`config.mk`:
```
export PLATFORM = sky130hd
export DESIGN_NAME = stereo_ser_tx
export DESIGN_NICKNAME = d
export VERILOG_FILES = /design/src/rtl/stx_pkg.sv /design/src/rtl/stx_bclk.sv /design/src/rtl/stx_frame.sv /design/src/rtl/stx_feed.sv /design/src/rtl/stereo_ser_tx.sv
export SDC_FILE = /design/constraint.sdc
export NUM_CORES = 1
export LEC_CHECK = 0
export BUFFER_PORTS_ARGS = -buffer_cell sky130_fd_sc_hd__clkbuf_2
export CAP_MARGIN = 15
export CELL_PAD_IN_SITES_DETAIL_PLACEMENT = 0
export CELL_PAD_IN_SITES_GLOBAL_PLACEMENT = 1
export CORE_AREA = 5 5 192 194
export DETAILED_ROUTE_END_ITERATION = 6
export DIE_AREA = 0 0 197 199
export MAX_ROUTING_LAYER = met4
export PLACE_DENSITY = 0.64
export SLEW_MARGIN = 40
export SYNTH_ARGS = -nofsm -noshare
export SYNTH_HDL_FRONTEND = slang
export SYNTH_SLANG_ARGS = --single-unit
```
`constraint.sdc`:
```
create_clock -name clk -period 4.3 [get_ports clk]
set_clock_uncertainty 0.1 [all_clocks]
set_input_delay 1.075 -clock clk [delete_from_list [all_inputs] [get_ports clk]]
set_output_delay 1.075 -clock clk [all_outputs]
set_load 0.1 [all_outputs]
```
`src/rtl/stx_pkg.sv`:
```
package stx_pkg;

    typedef enum logic [1:0] {
        FR_WAIT  = 2'd0,
        FR_LEFT  = 2'd1,
        FR_RIGHT = 2'd2
    } frame_st_t;

    // Sample length in bits for each length code.
    function automatic logic [5:0] len_bits(input logic [2:0] code);
        logic [5:0] n;
        unique case (code)
            3'd0: n = 6'd32;
            3'd1: n = 6'd24;
            3'd2: n = 6'd20;
            3'd3: n = 6'd18;
            3'd4, 3'd5: n = 6'd16;
            default: n = 6'd8;
        endcase
        return n;
    endfunction

    function automatic logic is_packed(input logic [2:0] code);
        return (code == 3'd5) || (code == 3'd7);
    endfunction

    function automatic logic [31:0] low_mask(input logic [5:0] n);
        return (n >= 6'd32) ? 32'hFFFF_FFFF : ((32'd1 << n) - 32'd1);
    endfunction

endpackage

```
`src/rtl/stx_bclk.sv`:
```
module stx_bclk #(
    parameter int DIV_W       = 8,
    parameter int SYNC_STAGES = 2
) (
    input  logic             clk,
    input  logic             rst_n,
    input  logic             master,
    input  logic [DIV_W-1:0] half,
    input  logic             ext_bclk,
    input  logic             ext_ws,
    output logic             fall_ev,
    output logic             gen_bclk,
    output logic             ws_sync
);
    logic [DIV_W-1:0]     div_q;
    logic                 bclk_q;
    logic [SYNC_STAGES:0] bsync;
    logic [SYNC_STAGES-1:0] wsync;
    logic                 tc;

    assign tc = ({1'b0, div_q} + {{DIV_W{1'b0}}, 1'b1}) >= {1'b0, half};

    always_ff @(posedge clk or negedge rst_n) begin
        if (!rst_n) begin
            div_q  <= '0;
            bclk_q <= 1'b0;
            bsync  <= '0;
            wsync  <= '0;
        end else begin
            bsync <= {bsync[SYNC_STAGES-1:0], ext_bclk};
            wsync <= {wsync[SYNC_STAGES-2:0], ext_ws};
            if (master) begin
                if (tc) begin
                    div_q  <= '0;
                    bclk_q <= ~bclk_q;
                end else begin
                    div_q <= div_q + 1'b1;
                end
            end else begin
                div_q  <= '0;
                bclk_q <= 1'b0;
            end
        end
    end

    assign fall_ev  = master ? (tc && bclk_q)
                             : (bsync[SYNC_STAGES] && !bsync[SYNC_STAGES-1]);
    assign gen_bclk = bclk_q;
    assign ws_sync  = wsync[SYNC_STAGES-1];
endmodule

```
`src/rtl/stx_frame.sv`:
```
module stx_frame
    import stx_pkg::*;
#(
    parameter int CNT_W = 6
) (
    input  logic             clk,
    input  logic             rst_n,
    input  logic             ev,
    input  logic             master,
    input  logic             lj,
    input  logic [CNT_W-1:0] slot_w,
    input  logic             ws_in,
    output logic             load,
    output logic             load_left,
    output logic             ws_gen
);
    frame_st_t        st, st_nx;
    logic [CNT_W-1:0] cnt, cnt_nx;
    logic             ws_seen;
    logic             ws_edge;
    logic             boundary;
    logic [CNT_W-1:0] lead;

    assign ws_edge  = ws_in != ws_seen;
    assign boundary = master ? (cnt == slot_w - 1'b1) : ws_edge;
    assign lead     = lj ? '0 : CNT_W'(1);

    always_comb begin
        st_nx  = st;
        cnt_nx = cnt;
        if (ev) begin
            unique case (st)
                FR_WAIT: begin
                    if (master || (ws_edge && ws_in == lj)) begin
                        st_nx  = FR_LEFT;
                        cnt_nx = '0;
                    end
                end
                FR_LEFT, FR_RIGHT: begin
                    if (boundary) begin
                        st_nx  = (st == FR_LEFT) ? FR_RIGHT : FR_LEFT;
                        cnt_nx = '0;
                    end else if (cnt != '1) begin
                        cnt_nx = cnt + 1'b1;
                    end
                end
                default: st_nx = FR_WAIT;
            endcase
        end
    end

    always_ff @(posedge clk or negedge rst_n) begin
        if (!rst_n) begin
            st      <= FR_WAIT;
            cnt     <= '0;
            ws_seen <= 1'b0;
        end else begin
            st  <= st_nx;
            cnt <= cnt_nx;
            if (ev) ws_seen <= ws_in;
        end
    end

    always_comb begin
        load      = ev && (st_nx != FR_WAIT) && (cnt_nx == lead);
        load_left = st_nx == FR_LEFT;
        ws_gen    = (st == FR_LEFT) ? lj : ~lj;
    end
endmodule

```
`src/rtl/stx_feed.sv`:
```
module stx_feed
    import stx_pkg::*;
(
    input  logic        clk,
    input  logic        rst_n,
    input  logic        load,
    input  logic        load_left,
    input  logic [2:0]  len_code,
    input  logic        mono,
    input  logic        repeat_last,
    input  logic        ur_clr,
    input  logic        in_valid,
    input  logic [31:0] in_data,
    output logic        in_ready,
    output logic [31:0] aligned,
    output logic        ur_flag,
    output logic [1:0]  ur_chan
);
    logic        hold_v, pend_v;
    logic [31:0] hold_q, pend_q, last_l, last_r;
    logic [5:0]  lb;
    logic        packed_m, one_per_frame, consume, take, ur_hit;
    logic [31:0] smp, pend_new, mask;

    always_comb begin
        lb            = len_bits(len_code);
        mask          = low_mask(lb);
        packed_m      = is_packed(len_code);
        one_per_frame = packed_m || mono;
        consume       = load && (load_left || !one_per_frame);
        take          = consume && hold_v;
        pend_new      = packed_m ? ((hold_q >> lb) & mask) : (hold_q & mask);
        if (take)
            smp = hold_q & mask;
        else if (consume)
            smp = repeat_last ? (load_left ? last_l : last_r) : 32'd0;
        else
            smp = pend_v ? pend_q : (repeat_last ? last_r : 32'd0);
        ur_hit  = load && ((consume && !hold_v) || (!consume && !pend_v));
        aligned = smp << (6'd32 - lb);
    end

    always_ff @(posedge clk or negedge rst_n) begin
        if (!rst_n) begin
            hold_v  <= 1'b0;
            hold_q  <= '0;
            pend_v  <= 1'b0;
            pend_q  <= '0;
            last_l  <= '0;
            last_r  <= '0;
            ur_flag <= 1'b0;
            ur_chan <= 2'b00;
        end else begin
            if (take) begin
                hold_v <= 1'b0;
            end else if (in_valid && !hold_v) begin
                hold_v <= 1'b1;
                hold_q <= in_data;
            end
            if (load && load_left && one_per_frame) begin
                pend_v <= take;
                pend_q <= pend_new;
            end else if (load && !consume) begin
                pend_v <= 1'b0;
            end
            if (load) begin
                if (load_left) last_l <= smp;
                else           last_r <= smp;
            end
            ur_flag    <= ur_hit | (ur_flag & ~ur_clr);
            ur_chan[0] <= (ur_hit && load_left)  | (ur_chan[0] & ~ur_clr);
            ur_chan[1] <= (ur_hit && !load_left) | (ur_chan[1] & ~ur_clr);
        end
    end

    assign in_ready = !hold_v;
endmodule

```
`src/rtl/stereo_ser_tx.sv`:
```
module stereo_ser_tx
    import stx_pkg::*;
#(
    parameter int DIV_W       = 8,
    parameter int SYNC_STAGES = 2
) (
    input  logic             clk,
    input  logic             rst_n,
    input  logic             cfg_master,
    input  logic             cfg_lj,
    input  logic [2:0]       cfg_len,
    input  logic             cfg_mono,
    input  logic             cfg_repeat,
    input  logic             cfg_slot32,
    input  logic [DIV_W-1:0] cfg_half,
    input  logic             ur_clr,
    input  logic             in_valid,
    input  logic [31:0]      in_data,
    input  logic             ext_bclk,
    input  logic             ext_ws,
    output logic             in_ready,
    output logic             bclk_o,
    output logic             ws_o,
    output logic             sd_o,
    output logic             ur_flag,
    output logic [1:0]       ur_chan
);
    localparam int CNT_W = 6;

    logic             fall_ev, gen_bclk, ws_sync;
    logic             load, load_left, ws_gen;
    logic [31:0]      aligned, sh;
    logic [CNT_W-1:0] slot_w;

    assign slot_w = cfg_slot32 ? CNT_W'(32) : len_bits(cfg_len);

    stx_bclk #(.DIV_W(DIV_W), .SYNC_STAGES(SYNC_STAGES)) u_bclk (
        .clk(clk), .rst_n(rst_n), .master(cfg_master), .half(cfg_half),
        .ext_bclk(ext_bclk), .ext_ws(ext_ws),
        .fall_ev(fall_ev), .gen_bclk(gen_bclk), .ws_sync(ws_sync)
    );

    stx_frame #(.CNT_W(CNT_W)) u_frame (
        .clk(clk), .rst_n(rst_n), .ev(fall_ev), .master(cfg_master),
        .lj(cfg_lj), .slot_w(slot_w), .ws_in(ws_sync),
        .load(load), .load_left(load_left), .ws_gen(ws_gen)
    );

    stx_feed u_feed (
        .clk(clk), .rst_n(rst_n), .load(load), .load_left(load_left),
        .len_code(cfg_len), .mono(cfg_mono), .repeat_last(cfg_repeat),
        .ur_clr(ur_clr), .in_valid(in_valid), .in_data(in_data),
        .in_ready(in_ready), .aligned(aligned),
        .ur_flag(ur_flag), .ur_chan(ur_chan)
    );

    always_ff @(posedge clk or negedge rst_n) begin
        if (!rst_n) begin
            sh   <= '0;
            sd_o <= 1'b0;
        end else if (fall_ev) begin
            if (load) begin
                sd_o <= aligned[31];
                sh   <= aligned << 1;
            end else begin
                sd_o <= sh[31];
                sh   <= sh << 1;
            end
        end
    end

    assign bclk_o = cfg_master ? gen_bclk : ext_bclk;
    assign ws_o   = cfg_master ? ws_gen   : ext_ws;
endmodule

```
### Word-level counts from Yosys, hierarchy flattened

Cells that the tools add are included.

* reduce and logical (&&, ||, !) cells: 37
* bitwise gates (word level): 13
* add/subtract/negate cells: 6
* eq/ne operators: 15
* $lt $le $gt $ge: 2
* shift-type cells: 3
* mux-type cells: 36

Operator list (number)
* $mux W32: 9
* $and A32 B32 Y32: 2
* $shl A1 B6 Y32 const A: 1
* $shl A32 B6 Y32: 1
* $shr A32 B6 Y32: 1
* $sub A32 B1 Y32 const B: 1
* $mux W6: 5
* $pmux W6 S5: 1
* $logic_and A1 B1 Y1: 16
* $mux W8: 2
* $mux W1: 13
* $eq A6 B6 Y1: 2
* $pmux W6 S2: 1
* $add A8 B1 Y9 const B: 1
* $eq A3 B3 Y1 const B: 3
* $ge A9 B8 Y1: 1
* $add A8 B1 Y8 const B: 1
* $mux W2: 4
* $add A6 B1 Y6 const B: 1
* $eq A3 B2 Y1 const B: 2
* $ge A6 B6 Y1 const B: 1
* $logic_not A1 Y1: 6
* $ne A6 B6 Y1 const B: 1
* $reduce_and A2 Y1: 3
* other kinds (17): 33

* output and inout bits: 7
* logic and storage cells: 129
* register bits: 189
* input port bits: 54

### Longest topological paths before layout

Gate-level depths: netlist (run 1).

* depth after elaboration: 20
* gate-level depth with buffers: 23

### Cells and area by module

A second synthesis (run 1) with hierarchy kept.

* cell total of the unflattened synthesis: 1365
* area total of the unflattened synthesis: 12353.1 µm²

By module, submodules not included
* stx_feed: times used 1, sequential area each 3328.2 µm², cells each 1041, area each 9138.8 µm²
* stereo_ser_tx: times used 1, sequential area each 800.8 µm², cells each 150, area each 1584.0 µm²
* stx_frame: times used 1, sequential area each 225.2 µm², cells each 103, area each 870.8 µm²
* stx_bclk: times used 1, sequential area each 350.3 µm², cells each 71, area each 759.5 µm²

### Least setup slack after synthesis (run 1)

Ideal clock, no wire load.

* kind: input -> register
* from: input cfg_len[1]
* to: register sd_o
* data arrival time: 5.711 ns
* data required time: 4.074 ns
* slack: -1.637 ns
* cell stages on the path: 22
* cell sequence: buf_2 > buf_1 > clkbuf_1 > nand2_1 > inv_1 > nand2b_1 > ha_1 > or4_1 > a21o_1 > a2111oi_4 > a21oi_1 > nand2_1 > o22ai_1 > nor4b_4 > and2_4 > buf_6 > buf_4 > o221ai_1 > o21ai_1 > mux2i_1 > a221o_1 > o32a_1

* elaborated cells between the ends (all ways): 42

RTL lines
* from (decl): line stereo_ser_tx.sv:11 `input logic [2:0] cfg_len,`
* $eq A3 B3 Y1: line stx_pkg.sv:12 `unique case (code)`
* $reduce_or A2 Y1: line stx_pkg.sv:12
* $pmux W6 S5 *: line stx_pkg.sv:12
* $mux W6 *: line stereo_ser_tx.sv:35 `assign slot_w = cfg_slot32 ? CNT_W'(32) : len_bits(cfg_len);`
* $sub A6 B1 Y6 *: line stx_frame.sv:25 `assign boundary = master ? (cnt == slot_w - 1'b1) : ws_edge;`
* $eq A6 B6 Y1 *: line stx_frame.sv:25
* $mux W1 *: line stx_frame.sv:25
* $mux W6 *: line stx_frame.sv:40 `if (boundary) begin`
* (+2 left out)
* named net u_frame.cnt_nx[3]: line stx_frame.sv:18 `logic [CNT_W-1:0] cnt, cnt_nx;`
* $eq A6 B6 Y1 *: line stx_frame.sv:65 `load = ev && (st_nx != FR_WAIT) && (cnt_nx == lead);`
* $logic_and A1 B1 Y1 *: line stx_frame.sv:65
* $logic_and A1 B1 Y1: line stx_feed.sv:30 `consume = load && (load_left || !one_per_frame);`
* $mux W32 / $logic_and A1 B1 Y1 (equally long branches): line stx_feed.sv:35, stx_feed.sv:31
* $mux W32: line stx_feed.sv:33 `if (take)`
* $shl A32 B6 Y32: line stx_feed.sv:40 `aligned = smp << (6'd32 - lb);`
* $mux W1 *: line stereo_ser_tx.sv:62 `if (load) begin`
* to (signal assigned): line stereo_ser_tx.sv:63 `sd_o <= aligned[31];`
* to (signal assigned): line stereo_ser_tx.sv:66 `sd_o <= sh[31];`
* to (decl): line stereo_ser_tx.sv:24 `output logic sd_o,`

The timed path passes the listed nets; every way through them passes the cells marked *.
A chain may end at the register's enable or synchronous reset.

### Worst setup path in the final report (run 1)

* from: input cfg_slot32
* to: register sh[28]

* cells in the longest elaborated chain, start to end: 15
* elaborated cells between the ends (all ways): 24

Ends and longest elaborated chain
* from (decl): line stereo_ser_tx.sv:14 `input logic cfg_slot32,`
* $mux W6 *: line stereo_ser_tx.sv:35
* $sub A6 B1 Y6 *: line stx_frame.sv:25
* $eq A6 B6 Y1 *: line stx_frame.sv:25
* $mux W1 *: line stx_frame.sv:25
* parallel branches: the longest is 10 deep, another holds $mux W32
* $mux W32 *: line stereo_ser_tx.sv:62
* to (signal assigned): line stereo_ser_tx.sv:64 `sh <= aligned << 1;`
* to (signal assigned): line stereo_ser_tx.sv:67 `sh <= sh << 1;`
* to (decl): line stereo_ser_tx.sv:32 `logic [31:0] aligned, sh;`

Every way passes the cells marked *.

==> flow_summary.json, run 1 <==
{
  "endpoint_kind": "flop",
  "setup_viol": 132,
  "start_kind": "input pin",
  "slew_headroom_pct": 52.2,
  "detailedPlacementHpwl_mm": 31.6,
  "io_pins": 61,
  "layout_common_cells": "buf_4, dfrtp_1, nand2_1",
  "required_ns": 4.57,
  "cpMostUsedCell": "buf_4",
  "viasPerCell": 5.70,
  "cts_tree": "done",
  "setup-tns-final_ns": -62.77,
  "drtAntennaViolNets": 0,
  "syn_to_final_growth_pct": 43.7,
  "tightest_slew_ns": 0.715,
  "avgSynthCellArea_um2": 9.18,
  "crit_chain": "buf_8, nor4bb_4, buf_4, inv_4, ha_4, or4_4, a21o_1, a2111oi_4, buf_4, a21oi_4, a211oi_2, o21ai_2, nor4b_4, and2_4, buf_12, mux2i_4, mux2i_1, buf_4, mux2i_4, buf_6, nand2_1, a31oi_1",
  "grt_max_degree": 80,
  "grt_pass1_wl_mm": 70.1,
  "grt_overflow_total": 0,
  "power.internal_mw": 4.42,
  "cap_violations": 0,
  "slew_violations": 0,
  "coreArea_um2": 35100,
  "hold_path_class": "flop to flop",
  "clockRootBuffer": "clkbuf_16",
  "power.share.clock_pct": 21.4,
  "floorplan.initialDensity_pct": 34.2,
  "clock_path_buffers": 2,
  "antenna_found_initial": 0,
  "leakagePower_nw": 7.52,
  "post-route-min-period_ns": 5.12,
  "vias": 11700,
  "netlist_instances": 1305,
  "track_usage_pct": 23.9,
  "status": "finished with violations",
  "finalNetCount": 1658,
  "timing.final.ws_setup_ns": -0.816,
  "post-place-cells": 1966,
  "ys_warn_count": 0,
  "syn-cell-area_um2": 12000,
  "rows": 69,
  "violations": "negative setup slack",
  "fp.dieW_um": 197,
  "r2r_slack_ns": -0.40,
  "worst-setup-path-type": "input pin to flop",
  "grt_setup_unrepaired": "yes",
  "die_area_um2": 39200,
  "die_h_um": 199,
  "power_frac_comb_pct": 44.1,
  "clk_latency_ns": 0.46,
  "clock_sinks": 188,
  "async_reset_ff_share_pct": 100,
  "port_buffers": 60,
  "fmaxAchievable_ghz": 0.195,
  "final_common_cell": "buf_4",
  "dr.pass1.iters": 5,
  "sequentialPowerShare_pct": 34.5,
  "crit_path_max_fanout": 7,
  "p_per_area_nw_per_um2": 431,
  "slowest_delay_ns": 0.41,
  "hold_viol": 0,
  "cts_htree_levels": 4,
  "whs_ns": 0.241,
  "place.gp.congestion": 0.926,
  "drc": 0,
  "swShare_pct": 40.5,
  "crit_slowest_cell": "or4_4",
  "routed_wl_mm": 45.9,
  "synth_ff_type": "dfrtp_1",
  "stdcell_count": 2058,
  "synth_nets": 1379,
  "switching_power_mw": 3.01,
  "synth_seq_cells": 188,
  "cts_buffers": 17,
  "synth-edff-count": 0,
  "path_clk_slew_ns": 0.08,
  "fillers": 3322,
  "grt_pass1_vias": 11800,
  "avgRoutedWirePerCell_um": 22.3,
  "yosys.cell_types.count": 81,
  "post-route-period-util_pct": 119,
  "ir_worst_vdd_mv": 0.332,
  "arrival_ns": 5.38,
  "drt_iter0_markers": 836,
  "drive_above_1_share_pct": 43.2,
  "yosysSeqAreaShare_pct": 39.3,
  "n_antenna_cell": 0,
  "holdBufCountCts": 0
}
## power groups by stage
stage	sequential, mW	clock [mW]	combinational, mW
floorplan	2.44	0	1.68
global placement	2.57	0	2.72
detailed placement	2.57	0	2.75
CTS	2.55	1.63	3.00
global route	2.61	1.68	3.50
finish	2.56	1.59	3.27
## cell usage after synthesis (all sizes together) (16+ instances only)
cell | instances | area, um2
a22oi | 28 | 210
xnor2 | 16 | 140
a31oi | 17 | 106
nand3 | 65 | 325
nor3 | 21 | 105
o21ai | 91 | 459
inv | 35 | 131
buf | 24 | 128
and3 | 26 | 163
a21oi | 43 | 215
nand2 | 155 | 584
mux2i | 86 | 872
ha | 20 | 250
mux2 | 102 | 1150
dfrtp | 188 | 4700
clkbuf | 74 | 278
nor2 | 94 | 355
o22ai | 20 | 125
## sequential cells by signal, summed over array words and instances (netlist names), 2 cells and up
signal / cells
sh: 31
u_bclk.bsync: 3
u_bclk.div_q: 8
u_bclk.wsync: 2
u_feed.hold_q: 32
u_feed.last_l: 32
u_feed.last_r: 32
u_feed.pend_q: 32
u_feed.ur_chan: 2
u_frame.cnt: 6
u_frame.st: 2
## worst max-delay path, delay by kind of cell
family	cells	cell delay, ns
multiplexers	3	0.64
adder cells (fa/ha/maj)	1	0.15
AND/OR/NAND/NOR	5	1.40
AO/OA/AOI/OAI	6	1.08
buffers and inverters	7	1.03
## repair_timing
action	in CTS	in global routing
setup endpoints to repair	132	133
gates resized for setup	193	142
pin swaps	36	47
buffers inserted	33	25
cloned	9	3
## layout make-up
type	count	area, um2	area share (%)
Clock buffer	18	439	2.55
Clock inverter	14	130	0.756
Inverter	35	139	0.807
Multi-Input combinational cell	984	8020	46.5
Sequential cell	188	4700	27.3
Tap cell	461	577	3.35
Timing Repair Buffer	358	3210	18.7
## cell families (layout without fill, tap and decap cells)
| group | Yosys count | after routing | share of synthesized area [%] |
|---|---|---|---|
| muxes | 189 | 189 | 17.1 |
| DFF | 188 | 188 | 39.3 |
| buffers and inverters | 133 | 425 | 4.48 |
| xor gates and xnor gates | 20 | 20 | 1.46 |
| adders and majority gates | 22 | 22 | 2.26 |
| and+or+nand+nor | 413 | 413 | 16.0 |
| AOI/OAI and AO/OA | 340 | 340 | 19.5 |
## through the flow
stage | instance area [um2] | power [mW] | util [%] | worst slack, ns
floorplan | 12500 | 4.12 | - | -1.00
global placement | 14700 | 5.29 | 42.1 | -1.63
detailed placement | 14800 | 5.33 | 42.1 | -1.74
CTS | 16600 | 7.18 | 47.3 | -0.862
global route | 17200 | 7.79 | 49.1 | -0.998
finish | 17200 | 7.43 | 49.1 | -0.816
## worst paths after layout
| path | startpoint | to | cells after the start |
|---|---|---|---|
| min reg2reg | u_bclk.bsync[0]$_DFF_PN0_ | u_bclk.bsync[1]$_DFF_PN0_ | 0 |
| max in group asynchronous | rst_n | u_feed.pend_q[18]$_DFFE_PN0P_ | 2 |
| max | cfg_slot32 | sh[28]$_DFFE_PN0P_ | 22 |
| min in group asynchronous | rst_n | u_bclk.div_q[0]$_DFF_PN0_ | 1 |
| min | u_bclk.bsync[0]$_DFF_PN0_ | u_bclk.bsync[1]$_DFF_PN0_ | 0 |
| max reg2reg | u_bclk.div_q[1]$_DFF_PN0_ | sh[22]$_DFFE_PN0P_ | 21 |
## layer usage
metal  routed length, um  global-route usage (%)
met1               20200                    31.5
met3                2580                    4.05
met4                1560                    8.73
met5                   0                       -
met2               21600                    37.2
(Power assumes the default switching activity.)
==> run 2: changes to the inputs <==
--- a/config.mk
+++ b/config.mk
@@ -14,6 +14,7 @@
 export DIE_AREA = 0 0 197 199
 export MAX_ROUTING_LAYER = met4
 export PLACE_DENSITY = 0.64
+export RECOVER_POWER = 100
 export SLEW_MARGIN = 40
 export SYNTH_ARGS = -nofsm -noshare
 export SYNTH_HDL_FRONTEND = slang
==> flow_summary.json, run 2 (synthesis gave the netlist of run 1 again) <==
{
  "cap_violations": 1,
  "power_mw": 7.41,
  "post-place-cells": 1966,
  "floorplan.initialDensity_pct": 34.2,
  "power.internal_mw": 4.41,
  "power.share.clock_pct": 21.4,
  "p_per_area_nw_per_um2": 432,
  "grt_overflow_total": 0,
  "setup_viol": 132,
  "pre_cts_ws_ns": -1.74,
  "io_pins": 61,
  "vias": 11700,
  "n_antenna_cell": 0,
  "required_ns": 4.57,
  "clockRootBuffer": "clkbuf_16",
  "port_buffers": 60,
  "syn_to_final_growth_pct": 43.2,
  "power_frac_comb_pct": 44.0,
  "crit_chain": "clkbuf_4, buf_6, nor2_4, nand2_4, inv_4, nand2b_4, ha_4, or4_4, a21o_1, a2111oi_4, buf_4, a21oi_4, a211oi_2, o21ai_2, nor4b_4, and2_4, buf_12, mux2i_4, mux2i_1, buf_4, mux2i_4, buf_6, nand2_1, a31oi_1",
  "worst-setup-path-type": "input pin to flop",
  "regArea_um2": 4700,
  "cts_buffers": 17,
  "fmaxAchievable_ghz": 0.195,
  "clock_sinks": 188,
  "sequentialPowerShare_pct": 34.6,
  "cts_tree": "done",
  "r2r-start": "u_bclk.div_q[1]$_DFF_PN0_",
  "post-route-period-util_pct": 119,
  "crit_slowest_cell": "or4_4",
  "avgRoutedWirePerCell_um": 22.2,
  "hold_path_class": "flop to flop",
  "drtAntennaViolNets": 0,
  "post-route-min-period_ns": 5.12,
  "arrival_ns": 5.38,
  "dr.pass1.iters": 5,
  "final_common_cell": "buf_4",
  "die_h_um": 199,
  "multi_input_area_um2": 8010,
  "grt_max_degree": 80,
  "worstHoldStart": "u_bclk.bsync[0]$_DFF_PN0_",
  "clk_latency_ns": 0.46,
  "antenna_found_initial": 0,
  "swShare_pct": 40.5,
  "slowest_delay_ns": 0.41,
  "status": "finished with violations",
  "grt_pass1_vias": 11800,
  "fp.dieW_um": 197,
  "path_clk_slew_ns": 0.08,
  "tightest_slew_ns": 2.13,
  "timing.final.ws_setup_ns": -0.818,
  "rows": 69,
  "fillers": 3328,
  "start_kind": "input pin",
  "crit_family": "simple AND/OR/NAND/NOR gates",
  "switching_power_mw": 3.00,
  "layout_common_cells": "buf_4, dfrtp_1, nand2_1",
  "cp.buffers_inverters": 7,
  "startpoint": "cfg_len[0]",
  "place_area_um2": 14800,
  "finalNetCount": 1658,
  "drc": 0,
  "grt_setup_unrepaired": "yes",
  "cts_htree_levels": 4,
  "setup-tns-final_ns": -62.09,
  "place.gp.congestion": 0.926,
  "crit_path_max_fanout": 7,
  "ir_worst_vdd_mv": 0.334,
  "detailedPlacementHpwl_mm": 31.6,
  "drive_above_1_share_pct": 42.5,
  "fin_area_um2": 17200,
  "postLayoutCoreUtil_pct": 48.9,
  "die_area_um2": 39200,
  "drt_iter0_markers": 829,
  "stdcell_count": 2058,
  "track_usage_pct": 23.9,
  "coreArea_um2": 35100,
  "slew_headroom_pct": -41.9,
  "grt_pass1_wl_mm": 70.1,
  "violations": "max-capacitance violations, max-slew violations, negative setup slack",
  "slew_violations": 80,
  "r2r_slack_ns": -0.48,
  "endpoint_kind": "flop",
  "clock_path_buffers": 2,
  "holdBufCountCts": 0,
  "routed_wl_mm": 45.8,
  "hold_viol": 0,
  "viasPerCell": 5.68,
  "leakagePower_nw": 7.47,
  "whs_ns": 0.241
}
-- run 2: changes by cell type in the layout (fill, tap and decap cells not counted), sizes merged --
cell / previous run / this run
clkbuf: 78 / 85
buf: 298 / 291
-- run 2: layer usage --
layer	global-route usage [%]	wire [um]
met1	31.5	20300
met5	-	0
met2	37.2	21500
met3	4.05	2420
met4	8.73	1610
-- run 2: area by class of cell --
cell class                      count  area share [%]
Inverter                           35           0.810
Tap cell                          461            3.36
Multi-Input combinational cell    984            46.7
Clock buffer                       18            2.56
Timing Repair Buffer              358            18.4
Sequential cell                   188            27.4
Clock inverter                     14           0.759
-- run 2: power groups by stage --
| stage | combinational [mW] | sequential, mW | clock, mW |
|---|---|---|---|
| detailed placement | 2.75 | 2.57 | 0 |
| global placement | 2.72 | 2.57 | 0 |
| floorplan | 1.68 | 2.44 | 0 |
| finish | 3.26 | 2.56 | 1.59 |
| CTS | 3.00 | 2.55 | 1.63 |
| global route | 3.48 | 2.61 | 1.68 |
-- run 2: what timing repair did --
| action | 4_1_cts | 5_1_grt |
|---|---|---|
| cloned | 9 | 3 |
| pin swaps | 36 | 47 |
| gates resized for setup | 193 | 142 |
| buffers inserted | 33 | 25 |
| endpoints found under the setup margin | 132 | 133 |
-- run 2: final timing paths --
check / depth (start not counted) / to
setup / recovery: 24 / sh[28]$_DFFE_PN0P_
hold / removal: 0 / u_bclk.bsync[1]$_DFF_PN0_
setup reg to reg: 22 / sh[28]$_DFFE_PN0P_
hold reg to reg: 0 / u_bclk.bsync[1]$_DFF_PN0_
max in group asynchronous: 2 / u_feed.last_l[0]$_DFFE_PN0P_
min in group asynchronous: 1 / u_bclk.div_q[0]$_DFF_PN0_
==> run 3: changes to the inputs <==
--- a/config.mk
+++ b/config.mk
@@ -15,6 +15,7 @@
 export MAX_ROUTING_LAYER = met4
 export PLACE_DENSITY = 0.64
 export RECOVER_POWER = 100
+export SKIP_LAST_GASP = 1
 export SLEW_MARGIN = 40
 export SYNTH_ARGS = -nofsm -noshare
 export SYNTH_HDL_FRONTEND = slang
==> flow_summary.json, run 3 (synthesis gave the netlist of run 1 again) <==
{
  "status": "finished with violations",
  "violations": "max-capacitance violations, max-slew violations, negative setup slack",
  "crit_slowest_cell": "or4_4",
  "setup-tns-final_ns": -74.08,
  "hold_path_depth": 0,
  "tightest_slew_ns": 2.15,
  "slew_violations": 80,
  "r2r_slack_ns": -0.48,
  "worstHoldStart": "u_bclk.bsync[0]$_DFF_PN0_",
  "antenna_found_initial": 0,
  "timing.final.ws_setup_ns": -0.860,
  "p_per_area_nw_per_um2": 430,
  "r2r-end": "sh[22]$_DFFE_PN0P_",
  "grt_pass1_vias": 11700,
  "rows": 69,
  "path_clk_slew_ns": 0.08,
  "setup_viol": 132,
  "port_buffers": 60,
  "syn_to_final_growth_pct": 43.6,
  "hold_viol": 0,
  "fmaxAchievable_ghz": 0.194,
  "drive_above_1_share_pct": 41.1,
  "endpoint_kind": "flop",
  "layout_common_cells": "buf_4, dfrtp_1, nand2_1",
  "coreArea_um2": 35100,
  "post-place-cells": 1966,
  "io_pins": 61,
  "die_h_um": 199,
  "crit_chain": "buf_8, nor4bb_4, buf_4, inv_4, ha_4, or4_4, a21o_1, a2111oi_4, buf_4, a21oi_4, a211oi_2, o21ai_2, nor4b_4, and2_4, buf_6, mux2_4, buf_6, mux2_4, a211o_1, a31oi_1",
  "cp.buffers_inverters": 6,
  "cap_violations": 1,
  "ir_worst_vdd_mv": 0.318,
  "holdPathEnd": "u_bclk.bsync[1]$_DFF_PN0_",
  "die_area_um2": 39200,
  "clock_path_buffers": 2,
  "avgRoutedWirePerCell_um": 22.2,
  "routed_wl_mm": 46.0,
  "crit_path_max_fanout": 7,
  "clock_sinks": 188,
  "vias": 11700,
  "cts_htree_levels": 4,
  "required_ns": 4.57,
  "pre_cts_ws_ns": -1.74,
  "cts_buffers": 17,
  "viasPerCell": 5.64,
  "clk_latency_ns": 0.46,
  "n_antenna_cell": 0,
  "postLayoutCoreUtil_pct": 49.1,
  "drt_iter0_markers": 804,
  "worst-setup-path-type": "input pin to flop",
  "stdcell_count": 2075,
  "grt_overflow_total": 0,
  "post-route-min-period_ns": 5.16,
  "place_area_um2": 14800,
  "slew_headroom_pct": -43.6,
  "cts_tree": "done",
  "leakagePower_nw": 7.55,
  "start_kind": "input pin",
  "grt_pass1_wl_mm": 70.1,
  "crit_family": "compound AO/OA/AOI/OAI gates",
  "power_mw": 7.40,
  "arrival_ns": 5.43,
  "track_usage_pct": 23.9,
  "drtAntennaViolNets": 0,
  "whs_ns": 0.242,
  "finalNetCount": 1675,
  "grt_max_degree": 80,
  "hold_path_class": "flop to flop",
  "r2r-start": "u_bclk.div_q[1]$_DFF_PN0_",
  "rr_worst_depth": 20,
  "place.gp.congestion": 0.926,
  "holdBufCountCts": 0,
  "detailedPlacementHpwl_mm": 31.6,
  "slowest_delay_ns": 0.41,
  "floorplan.initialDensity_pct": 34.2,
  "final_common_cell": "buf_4",
  "fin_area_um2": 17200,
  "dr.pass1.iters": 5,
  "drc": 0,
  "post-route-period-util_pct": 120,
  "fp.dieW_um": 197,
  "grt_setup_unrepaired": "yes",
  "clockRootBuffer": "clkbuf_16"
}
-- run 3: changes by cell type in the layout (fill, tap and decap cells not counted), sizes merged --
cell / change
buf: +15
bufbuf: +1
clkbuf: +1
-- run 3: final cells by class --
class | instances | area [um2]
clock inverter | 14 | 130
tap | 461 | 577
clock buffer | 18 | 439
fill | 3338 | 17800
timing repair buffer | 375 | 3370
multi-input combinational | 984 | 7840
inverter | 35 | 139
sequential | 188 | 4700
-- run 3: report_power, final --
part	internal, mW	total (mW)	switching [mW]
logic	1.50	3.26	1.75
registers	2.14	2.56	0.419
clock network	0.778	1.58	0.805
-- run 3: worst max-delay path by stage --
stage	from	end	slack (ns)	depth (start not counted)
2_1_floorplan	cfg_len[1]	sd_o$_DFFE_PN0P_	-1.00	22
3_3_place_gp	cfg_len[0]	sh[12]$_DFFE_PN0P_	-1.63	23
3_5_place_dp	cfg_len[0]	sh[30]$_DFFE_PN0P_	-1.74	23
4_1_cts	cfg_slot32	sd_o$_DFFE_PN0P_	-0.86	20
5_1_grt	cfg_slot32	sh[18]$_DFFE_PN0P_	-1.01	21
6_report	cfg_slot32	sh[22]$_DFFE_PN0P_	-0.86	20
-- run 3: metal layers --
metal  wire [um]  track usage [%]  vias to the layer above
li1            -                -                     5403
met1       20400             31.5                     5870
met2       21800             37.6                      353
met3        2310             4.08                       71
met4        1500             8.01                        0
met5           0                -                        -
-- run 3: worst register-to-register path: cells and delay by family, from the launching register on --
kind / cells / cell delay [ns]
xor+xnor: 1 / 0.16
simple gates: 3 / 0.84
mux: 2 / 0.64
flops: 1 / 0.36
compound gates: 8 / 1.35
fa+ha+maj: 2 / 0.56
buf+inv: 4 / 0.69
-- run 3: what timing repair did --
| action | CTS | global route |
|---|---|---|
| gates resized for setup | 158 | 113 |
| pin swaps | 32 | 54 |
| setup endpoints to repair | 132 | 133 |
| buffers inserted | 33 | 38 |
| gates cloned | 9 | 4 |
| hold endpoints to repair | 0 | 0 |
